===== src/rtl/cfg_pkg.sv =====
package cfg_pkg;

  typedef enum logic [1:0] {
    LD_NONE  = 2'd0,
    LD_WIDTH = 2'd1,
    LD_PW_PR = 2'd2,
    LD_ALL   = 2'd3
  } load_kind_e;

  // Decide what a frame of nbits loads; low-power state admits only full frames.
  function automatic load_kind_e classify(input int nbits, input int word_w,
                                          input logic low_pwr);
    if (nbits == 3 * word_w)      return LD_ALL;
    else if (low_pwr)             return LD_NONE;
    else if (nbits == 2 * word_w) return LD_PW_PR;
    else if (nbits == word_w)     return LD_WIDTH;
    else                          return LD_NONE;
  endfunction

  // Saturating increment: stop one past the longest valid frame.
  function automatic int sat_inc(input int value, input int limit);
    return (value >= limit) ? limit : value + 1;
  endfunction

endpackage


===== src/rtl/edge_sync.sv =====
module edge_sync #(
  parameter int   STAGES  = 2,
  parameter logic RST_VAL = 1'b0
) (
  input  logic clk,
  input  logic rst_n,
  input  logic d,
  output logic q,
  output logic rise,
  output logic fall
);
  logic [STAGES:0] pipe;

  always_ff @(posedge clk or negedge rst_n) begin
    if (!rst_n) pipe <= {(STAGES+1){RST_VAL}};
    else        pipe <= {pipe[STAGES-1:0], d};
  end

  assign q    = pipe[STAGES-1];
  assign rise = pipe[STAGES-1] & ~pipe[STAGES];
  assign fall = ~pipe[STAGES-1] & pipe[STAGES];
endmodule


===== src/rtl/shift_counter.sv =====
module shift_counter
  import cfg_pkg::*;
#(
  parameter int WORD_W = 8,
  parameter int WORDS  = 3,
  localparam int TOT   = WORD_W * WORDS,
  localparam int CW    = $clog2(TOT + 2)
) (
  input  logic          clk,
  input  logic          rst_n,
  input  logic          active,
  input  logic          shift_en,
  input  logic          bit_in,
  output logic [TOT-1:0] sr,
  output logic [CW-1:0]  cnt
);
  localparam int LIMIT = TOT + 1;

  always_ff @(posedge clk or negedge rst_n) begin
    if (!rst_n) begin
      sr  <= '0;
      cnt <= '0;
    end else if (!active) begin
      cnt <= '0;
    end else if (shift_en) begin
      sr  <= {sr[TOT-2:0], bit_in};
      cnt <= CW'(sat_inc(int'(cnt), LIMIT));
    end
  end

  // count never exceeds the saturation value
  cnt_sat_chk: assert property (@(posedge clk) disable iff (!rst_n)
    int'(cnt) <= LIMIT);
endmodule


===== src/rtl/load_decoder.sv =====
module load_decoder
  import cfg_pkg::*;
#(
  parameter int WORD_W = 8,
  parameter int WORDS  = 3,
  localparam int TOT   = WORD_W * WORDS,
  localparam int CW    = $clog2(TOT + 2)
) (
  input  logic             clk,
  input  logic             rst_n,
  input  logic             commit,
  input  logic             sel_active,
  input  logic [TOT-1:0]   sr,
  input  logic [CW-1:0]    cnt,
  output logic             cd_q,
  output logic             pc_q,
  output logic [WORD_W-1:0] period_q,
  output logic [WORD_W-1:0] width_q,
  output logic             ld_ctrl,
  output logic             ld_period,
  output logic             ld_width
);
  load_kind_e kind;
  logic       take_ctrl, take_period, take_width;

  assign kind        = commit ? classify(int'(cnt), WORD_W, pc_q) : LD_NONE;
  assign take_ctrl   = (kind == LD_ALL);
  assign take_period = (kind == LD_ALL) || (kind == LD_PW_PR);
  assign take_width  = (kind != LD_NONE);

  always_ff @(posedge clk or negedge rst_n) begin
    if (!rst_n) begin
      cd_q <= 1'b0; pc_q <= 1'b0;
      period_q <= '0; width_q <= '0;
      ld_ctrl <= 1'b0; ld_period <= 1'b0; ld_width <= 1'b0;
    end else begin
      ld_ctrl   <= take_ctrl;
      ld_period <= take_period;
      ld_width  <= take_width;
      if (take_ctrl) begin
        cd_q <= sr[2*WORD_W];
        pc_q <= sr[2*WORD_W+1];
      end
      if (take_period) period_q <= sr[2*WORD_W-1:WORD_W];
      if (take_width)  width_q  <= sr[WORD_W-1:0];
    end
  end


  strobe_pulse_chk: assert property (@(posedge clk) disable iff (!rst_n)
    ld_width |=> !ld_width);

  strobe_after_commit_chk: assert property (@(posedge clk) disable iff (!rst_n)
    ld_width |-> $past(commit));

  ctrl_implies_all_chk: assert property (@(posedge clk) disable iff (!rst_n)
    ld_ctrl |-> (ld_period && ld_width));

  period_implies_width_chk: assert property (@(posedge clk) disable iff (!rst_n)
    ld_period |-> ld_width);

  width_hold_chk: assert property (@(posedge clk) disable iff (!rst_n)
    !ld_width |-> ($stable(width_q) && $stable(period_q) && $stable(pc_q)));

  no_load_while_sel_chk: assert property (@(posedge clk) disable iff (!rst_n)
    sel_active |-> !take_width);

  low_power_full_only_chk: assert property (@(posedge clk) disable iff (!rst_n)
    (ld_width && !ld_ctrl) |-> !pc_q);
endmodule


===== src/rtl/serial_cfg_loader.sv =====
module serial_cfg_loader
  import cfg_pkg::*;
#(
  parameter int WORD_W = 8,
  parameter int WORDS  = 3,
  parameter int SYNC_STAGES = 2,
  localparam int TOT   = WORD_W * WORDS,
  localparam int CW    = $clog2(TOT + 2)
) (
  input  logic              clk,
  input  logic              rst_n,
  input  logic              sel_n,
  input  logic              sck,
  input  logic              sdi,
  output logic              cd_q,
  output logic              pc_q,
  output logic [WORD_W-1:0] period_q,
  output logic [WORD_W-1:0] width_q,
  output logic              ld_ctrl,
  output logic              ld_period,
  output logic              ld_width
);
  localparam logic [2:0] RST_VALS = 3'b100;

  logic [2:0] raw_in, lvl, rises, falls;
  assign raw_in = {sel_n, sck, sdi};

  for (genvar i = 0; i < 3; i++) begin : g_sync
    edge_sync #(.STAGES(SYNC_STAGES), .RST_VAL(RST_VALS[i])) sync_i (
      .clk(clk), .rst_n(rst_n), .d(raw_in[i]),
      .q(lvl[i]), .rise(rises[i]), .fall(falls[i]));
  end

  logic sel_active, sel_release, shift_pulse, bit_in, unused_edges;
  assign sel_active   = ~lvl[2];
  assign sel_release  = rises[2];
  assign shift_pulse  = rises[1] & sel_active;
  assign bit_in       = lvl[0];
  assign unused_edges = ^{falls, rises[0]};

  logic [TOT-1:0] sr;
  logic [CW-1:0]  cnt;

  shift_counter #(.WORD_W(WORD_W), .WORDS(WORDS)) shift_i (
    .clk(clk), .rst_n(rst_n), .active(sel_active),
    .shift_en(shift_pulse), .bit_in(bit_in), .sr(sr), .cnt(cnt));

  load_decoder #(.WORD_W(WORD_W), .WORDS(WORDS)) dec_i (
    .clk(clk), .rst_n(rst_n), .commit(sel_release), .sel_active(sel_active),
    .sr(sr), .cnt(cnt), .cd_q(cd_q), .pc_q(pc_q),
    .period_q(period_q), .width_q(width_q),
    .ld_ctrl(ld_ctrl), .ld_period(ld_period), .ld_width(ld_width));


  no_shift_idle_chk: assert property (@(posedge clk) disable iff (!rst_n)
    !sel_active |=> (cnt == '0));
endmodule


===== config.mk =====
export PLATFORM = sky130hd
export DESIGN_NAME = serial_cfg_loader
export DESIGN_NICKNAME = d
export VERILOG_FILES = /design/src/rtl/cfg_pkg.sv /design/src/rtl/edge_sync.sv /design/src/rtl/shift_counter.sv /design/src/rtl/load_decoder.sv /design/src/rtl/serial_cfg_loader.sv
export SDC_FILE = /design/constraint.sdc
export NUM_CORES = 1
export LEC_CHECK = 0
export CAP_MARGIN = 10
export CORE_MARGIN = 4
export CORE_UTILIZATION = 40
export CTS_CLUSTER_DIAMETER = 50
export DETAILED_ROUTE_END_ITERATION = 10
export SLEW_MARGIN = 0
export SYNTH_ARGS = -nofsm -noshare
export SYNTH_HDL_FRONTEND = slang
export SYNTH_SLANG_ARGS = --single-unit

===== constraint.sdc =====
create_clock -name clk -period 5.15 [get_ports clk]
set_clock_uncertainty 0.1 [all_clocks]
set_input_delay 0.7725 -clock clk [delete_from_list [all_inputs] [get_ports clk]]
set_output_delay 0.7725 -clock clk [all_outputs]
set_load 0.005 [all_outputs]

==> results of run 1 <==
## per-stage QoR
stage	cell area, um^2	hold slack, ns	setup WS, ns	instances
CTS	2440	0.263	3.01	225
global placement	2330	0.236	3.22	217
global route	2440	0.267	2.99	225
finish	2440	0.259	3.04	225
detailed placement	2330	0.242	3.17	217
floorplan	2000	0.231	3.51	127
## cell families (layout without fill, tap and decap cells)
kind of cell / Yosys count / in the layout / share of synthesized area
DFF: 52 / 52 / 0.652
muxes: 36 / 36 / 0.203
and+or+nand+nor: 17 / 17 / 0.0632
AOI/OAI and AO/OA: 11 / 11 / 0.0444
buffers and inverters: 8 / 39 / 0.0188
adders and majority gates: 3 / 3 / 0.0188
## registers in the layout, indices dropped and copies added (netlist names)
name,flops
shift_i.sr,18
dec_i.ld_width,1
dec_i.pc_q,1
dec_i.ld_ctrl,1
dec_i.ld_period,1
dec_i.width_q,8
g_sync.sync_i.pipe,8
dec_i.cd_q,1
shift_i.cnt,5
dec_i.period_q,8
## cells in the mapped netlist
cell                        n  share of area
sky130_fd_sc_hd__nand3_1    1         0.0025
sky130_fd_sc_hd__and3_1     1         0.0031
sky130_fd_sc_hd__buf_2      3         0.0075
sky130_fd_sc_hd__ha_1       3          0.019
sky130_fd_sc_hd__o211ai_4   1          0.011
sky130_fd_sc_hd__nor2b_1    2         0.0063
sky130_fd_sc_hd__nand2_1    2         0.0038
sky130_fd_sc_hd__and2b_2    1         0.0044
sky130_fd_sc_hd__and3_4     1         0.0056
sky130_fd_sc_hd__nand3_4    1         0.0088
sky130_fd_sc_hd__inv_1      4         0.0075
sky130_fd_sc_hd__nand2b_1   3         0.0094
sky130_fd_sc_hd__and4bb_4   1         0.0081
sky130_fd_sc_hd__o21ai_0    2         0.0050
sky130_fd_sc_hd__a21oi_1    2         0.0050
sky130_fd_sc_hd__mux2_2    36           0.20
sky130_fd_sc_hd__a41oi_1    2         0.0088
sky130_fd_sc_hd__nor3_1     1         0.0025
sky130_fd_sc_hd__nor4_1     1         0.0031
sky130_fd_sc_hd__nor2_1     1         0.0019
sky130_fd_sc_hd__nor3b_1    1         0.0038
sky130_fd_sc_hd__a211oi_1   2         0.0075
sky130_fd_sc_hd__o211ai_1   2         0.0075
sky130_fd_sc_hd__dfrtp_1   49           0.61
sky130_fd_sc_hd__dfstp_2    3          0.039
sky130_fd_sc_hd__buf_4      1         0.0038
## routing by layer
metal | vias to the layer above | track usage
met5 | - | 0
met1 | 562 | 0.146
li1 | 506 | -
met4 | 0 | 0.0490
met3 | 7 | 0.0351
met2 | 25 | 0.190
## power breakdown
part	internal (mW)	switching, mW	leakage (nW)	total [mW]
registers	0.443	0.0258	0.691	0.469
clock network	0.144	0.130	0.0541	0.274
logic	0.0306	0.0216	0.384	0.0522
total	0.617	0.177	1.13	0.794
## worst reg2reg max path: stages (launching register included)
cell and delay (ns):
sky130_fd_sc_hd__dfstp_2 0.42, sky130_fd_sc_hd__nor3b_2 0.65, sky130_fd_sc_hd__buf_4 0.31, sky130_fd_sc_hd__mux2_2 0.35
## final cells by class
type | instances | area share
multi-input cells | 67 | 0.272
repair buffers | 27 | 0.107
flip-flops and latches | 52 | 0.535
clock buffers | 5 | 0.0282
well taps | 67 | 0.0344
clock inverters | 3 | 0.0174
inverters | 4 | 0.00616
## worst max-delay path by stage
stage / end / from / slack, ns
finish: pc_q / dec_i.pc_q / 3.04
detailed placement: shift_i.sr[15] / g_sync[2].sync_i.pipe[1] / 3.17
global placement: shift_i.sr[12] / g_sync[2].sync_i.pipe[1] / 3.22
CTS: pc_q / dec_i.pc_q / 3.01
floorplan: dec_i.cd_q / shift_i.cnt[0] / 3.51
global route: pc_q / dec_i.pc_q / 2.99
==> summary.md, run 1 <==
The pin slew with the least headroom to its limit is 0.759 ns. The normalized max-slew margin is 0.492, and the highest achievable clock rate is 474 MHz. Worst-case register-to-register setup slack: 3.20 ns. The tools report the final total negative setup slack as 0 ns. For hold timing, the worst endpoint is g_sync[2].sync_i.pipe[1].

The repair_antennas step left the layout with diodes totalling 0. In the layout the commonest cells are 49 x sky130_fd_sc_hd__dfrtp_1, 36 x sky130_fd_sc_hd__mux2_2, 24 x sky130_fd_sc_hd__clkdlybuf4s50_1. Routed signal wires occupy layers up through met4. The tools report the wire length on met1 as 1400 um.

The logs give 2000 um^2 for the cell area after synthesis and 0 for the count of synthesis-stage warnings from yosys. Counting I/O delays and the setup requirement, the final critical path takes 2.11 ns. The per-instance average area after synthesis was 15.8 um^2; the initial core utilization was 0.418. In this run the vertical extent of the chip is 78.7 um. The layout has 405 filler cells.

The number of setup buffers added after CTS is 0. The number of antenna violations at the first check in global routing is 0, and the worst path arrival time is 1.24 ns. During placement, the flow inserted port buffers numbering 25. Startpoint of the most critical register-to-register path: g_sync[2].sync_i.pipe[1].

Setup repair after global routing left no endpoint under its margin. The tools report the half-perimeter wire length after detailed placement as 2250 um. STA classifies the critical path endpoint as an output port.

Horizontal extent of the die: 78.7 um. For the number of max-cap violations, the log shows 0. The routed layout has 1,100 vias. The count of hold-fix buffers inserted at cts was 0. The design draws 0.794 mW. In this run the static leakage power is 1.13 nW. The ratio of cells with drive above 1 in the final layout came out at 0.354. The family of cells with the greatest summed delay on the critical path was buffers and inverters. The run gives 135 as the net count of the mapped netlist. The total grt overflow was 0. After clock tree synthesis, the clock-pin slew on the worst setup and hold paths is 0.09 ns.

The number of cells on the critical path is 1. In this run the critical register-to-register path is captured at shift_i.sr[13]. The clock passes through at most 2 buffers. The startpoint identified for the worst hold timing path is g_sync[2].sync_i.pipe[0].

CTS saw 52 sinks. The last weighted congestion value of the routability-driven placer was 0.814. TritonCTS built the clock tree. The run gives 1,199 as the via count of the first global-routing pass. The tools report the maximum number of pins on one net before global-route repair as 53. IR analysis of the VDD net gives a maximum drop of 0.160 mV. The highest net fanout along the worst path works out to 5. In this run the remaining antenna-violating nets after routing total 0.

CTS placed an instance of sky130_fd_sc_hd__clkbuf_8 at the clock tree root. The share of the clock period used by the worst path after layout is 0.409, and the core box area is 4790 um^2. The required time at the endpoint of the critical path is 4.28 ns. The worst hold path passes through 0 cells. The run gives 1630 um as the total met2 wirelength after detailed routing.

The flow ran to the end, and the final reports show no timing, DRC or antenna violations. On the worst path, the slowest cell contributes a delay of 0.52 ns. 26 I/O pins were placed. The routed design uses 147 um of met3 wire.

Setup violations remaining at the end of the flow were counted as 0. The worst setup path is launched from a flop. The post-layout utilization of the core was 0.510; the combined flip-flop and latch cell area was 1310 um^2. For the DRC violations left, the log shows 0. The total buffers and inverters traversed by the critical path is 1, and the total iterations of the first detailed-routing run is 4.

The power per standard cell area works out to 326 nW/um^2. The total count of max-transition violations in the final report was 0. The sequential area share after synthesis was 0.652; the count of endpoints failing hold in the final timing report was 0. The global-route wire length before repair was 5610 um; the routed wire length was 3230 um.

In this run, synthesis produced a sequential element count of 52. In this run, post-CTS repair resized a total of 0 instances. The clock tree synthesis step divided the H-tree into 2 levels. The most common cell after layout, fill and taps aside is sky130_fd_sc_hd__dfrtp_1. The post-detailed-route via-to-cell ratio works out to 4.89. The path class of the lowest-slack min-delay path was reg2reg. In the final layout, the multi-input gates occupy 663 um^2. The overall track demand over capacity in global routing was 0.117. The netlist uses 26 different library cells. The detail-routed net length per standard cell is 14.4 um, and the number of rows in the core area is 25. On the critical path, the stage with the largest delay is an instance of sky130_fd_sc_hd__clkdlybuf4s50_1. The final net count is 165, and the length in cells of the worst reg-to-reg path is 3.

The die covers 6200 um^2. The critical path goes through clkdlybuf4s50_1. Synthesis handed over a netlist of 127 instances. The layout-stage area growth over the synthesis result was 21.9%. The CTS buffer count is 5. The critical path class was reg2out.

For the worst-skew pair, the clock arrives at the later sink with an insertion delay of 0.30 ns. After the first detailed-routing iteration, the DRC count stood at 98.
(Power assumes the default switching activity.)
==> inputs of run 2 (changes only) <==
clock period = 1.9 ns   (was 5.15 ns; I/O delays follow)
==> summary.md, run 2 (synthesis results as in run 1) <==
The flow ran to the end, and the final reports show no timing, DRC or antenna violations. The total count of max-transition violations in the final report was 0 (unchanged); the flip-flop count of the largest register after layout was 18 (unchanged). Combined flip-flop and latch cell area: 1310 um^2 (unchanged). The buffer cell driving the clock tree root was sky130_fd_sc_hd__clkbuf_8. The run gives 572 MHz as the highest achievable clock rate. The worst setup path is of the reg2reg kind. The post-place instance area is 2350 um^2 (+1.2%), and the routed wire length is 3100 um (-4.1%).

The run gives 52 (unchanged) as the number of clock sinks. The highest net fanout along the worst path works out to 9 (+4). The kind of cell with the highest combined delay along the critical path is flip-flops. The total iterations of the first detailed-routing run was 4 (unchanged). The library cell used most frequently in the layout, excluding fill and tap cells, is sky130_fd_sc_hd__dfrtp_1. The global-route met3 utilization is 0.0317 (-0.00340), and the worst path arrival time is 1.83 ns (+0.59 ns). The tools report the overall track demand over capacity in global routing as 0.115 (-0.00254). The tools report the number of diodes added for antenna fixing as 0 (unchanged).

Post-detailed-route via-to-cell ratio: 4.89 (about the same). The critical path's slowest cell is sky130_fd_sc_hd__dfrtp_1. The run gives 2.21 mW (+180%) as the power consumption.

The global-route wire length before repair is 5510 um (-1.8%), and the count of input and output buffers is 25 (unchanged). The insertion delay to the later sink of the worst-skew pair was 0.29 ns (about the same). The via count of the first global-routing pass was 1,170 (-2.4%). The met1 demand-to-capacity share in global routing was 0.147 (+0.000784); the number of max-cap violations was 0 (unchanged).

The run gives 1.98 ns (-2.30 ns) as the required time at the endpoint of the critical path. For the DRC marker count from the first detailed-route iteration, the log shows 74 (-24%). The tools report the number of vias after detailed routing as 1,114 (+1.3%).

TritonCTS built the clock tree. The power per standard cell area came out at 885 nW/um^2 (+170%). The worst hold path belongs to the class reg2reg. The tools report the worst-case vdd ir drop as 0.608 mV (+280%). The residual antenna-violating net count after detailed routing is 0 (unchanged), and the core box area is 4790 um^2 (unchanged). The pin slew with the least headroom to its limit is 0.390 ns (-0.369 ns).

The total buffers and inverters traversed by the critical path works out to 1 (unchanged). The die height was 78.7 um (unchanged); the initial core utilization was 0.418 (unchanged). The top cell types in the final layout, fill and taps aside, are 49 x sky130_fd_sc_hd__dfrtp_1, 36 x sky130_fd_sc_hd__mux2_2, 24 x sky130_fd_sc_hd__clkdlybuf4s50_1. The tools report the CTS buffer count as 5 (unchanged). The register with the most flip-flops in the final layout is shift_i.sr.

The total grt overflow is 0 (unchanged), and the setup-violating endpoint count in the final report is 0 (unchanged). The area enclosed by the die boundary was 6200 um^2 (unchanged); the final period demand of the worst path was 1.75 ns. The run gives 2220 um (-1.5%) as the half-perimeter wire length after detailed placement. The last weighted congestion value of the routability-driven placer was 0.838 (+2.9%); the clock-pin transition on the worst setup and hold timing paths was 0.08 ns (about the same). The multi-input gate area in the final layout is 663 um^2 (unchanged), and the delay of the slowest cell on the worst path is 0.46 ns (-0.06 ns). The share of the clock period used by the worst path after layout was 0.919; the final instance area was 2490 um^2 (+2.2%).

The tools report the normalized max-slew margin as 0.738 (+0.247). The signal on the critical path passes through inv_1 > ha_1 > and4bb_4 > o211ai_4 > mux2_2. The area growth from synthesis to layout is 24.5%. The horizontal extent of the die is 78.7 um (unchanged). The post-layout utilization of the core is 0.521 (+0.0110), and the static leakage is 1.16 nW (+2.6%). For the maximum number of pins on one net before global-route repair, the log shows 24 (-55%). The DRC violations left came out at 0 (unchanged). The count of endpoints failing hold in the final timing report is 0 (unchanged), and the final total negative setup slack is 0 ns (unchanged). The layer flagged by global routing as most heavily used is met2. The level count of the clock H-tree was 2 (unchanged). The final net count was 168 (+1.8%); the number of post-CTS setup repair buffers was 0 (unchanged). The minimum hold slack is 0.257 ns (-0.00189 ns), and the ratio of cells with drive above 1 in the final layout is 0.360 (+0.00582). The detail-routed net length per standard cell came out at 13.6 um (-5.3%). The logs give 0.180 (-0.0102) for the met2 track demand over resource in global routing and 2 (unchanged) for the number of buffers on the longest clock path.

Number of antenna violations at the first check in global routing: 0 (unchanged). The worst setup path is captured at a flop. Setup repair after global routing left no endpoint under its margin. Number of rows in the core area: 25 (unchanged).

The fill cell instance count of the final layout is 406 (+0.25%). For the number of ports placed on the die boundary, the log shows 26 (unchanged). The tools report the category of the worst setup path launch point as a flop.
==> run 2: path summary, 6_finish.rpt <==
path | to | slack, ns | start | depth (start not counted)
max in group asynchronous | g_sync[2].sync_i.pipe[2] | 0.78 | rst_n | 3
min in group asynchronous | shift_i.cnt[2] | 0.34 | rst_n | 2
worst min register to register | g_sync[0].sync_i.pipe[1] | 0.26 | g_sync[0].sync_i.pipe[0] | 0
worst max-delay path | dec_i.width_q[4] | 0.15 | shift_i.cnt[0] | 5
worst max register to register | dec_i.width_q[4] | 0.15 | shift_i.cnt[0] | 5
worst min-delay path | g_sync[0].sync_i.pipe[1] | 0.26 | g_sync[0].sync_i.pipe[0] | 0
==> run 2: through the flow <==
step           cells  setup slack (ns)
3_3_place_gp     219             0.226
3_5_place_dp     219             0.162
4_1_cts          228             0.149
6_report         228             0.153
2_1_floorplan    127             0.263
5_1_grt          228            0.0781
==> run 2: layout make-up <==
cell class | instances | share of cell area
repair buffers | 30 | 0.120
clock inverters | 1 | 0.0121
inverters | 4 | 0.00603
multi-input cells | 67 | 0.266
well taps | 67 | 0.0337
flip-flops and latches | 52 | 0.524
clock buffers | 7 | 0.0387
==> run 2: timing repair <==
item	in CTS	in global routing
endpoints found under the hold margin	12	0
hold buffers	1	0
gates resized for setup	0	0
==> run 2: per-layer routing <==
metal | up-vias | part of all wire
met5 | - | 0
met4 | 0 | 0.028
met3 | 11 | 0.045
met2 | 30 | 0.49
met1 | 562 | 0.44
li1 | 511 | -
==> run 2: power breakdown <==
part / total (mW) / internal [mW] / switching, mW / leakage, nW
Clock: 0.792 / 0.464 / 0.328 / 0.0645
Sequential: 1.27 / 1.20 / 0.0669 / 0.691
Combinational: 0.146 / 0.0894 / 0.0568 / 0.403
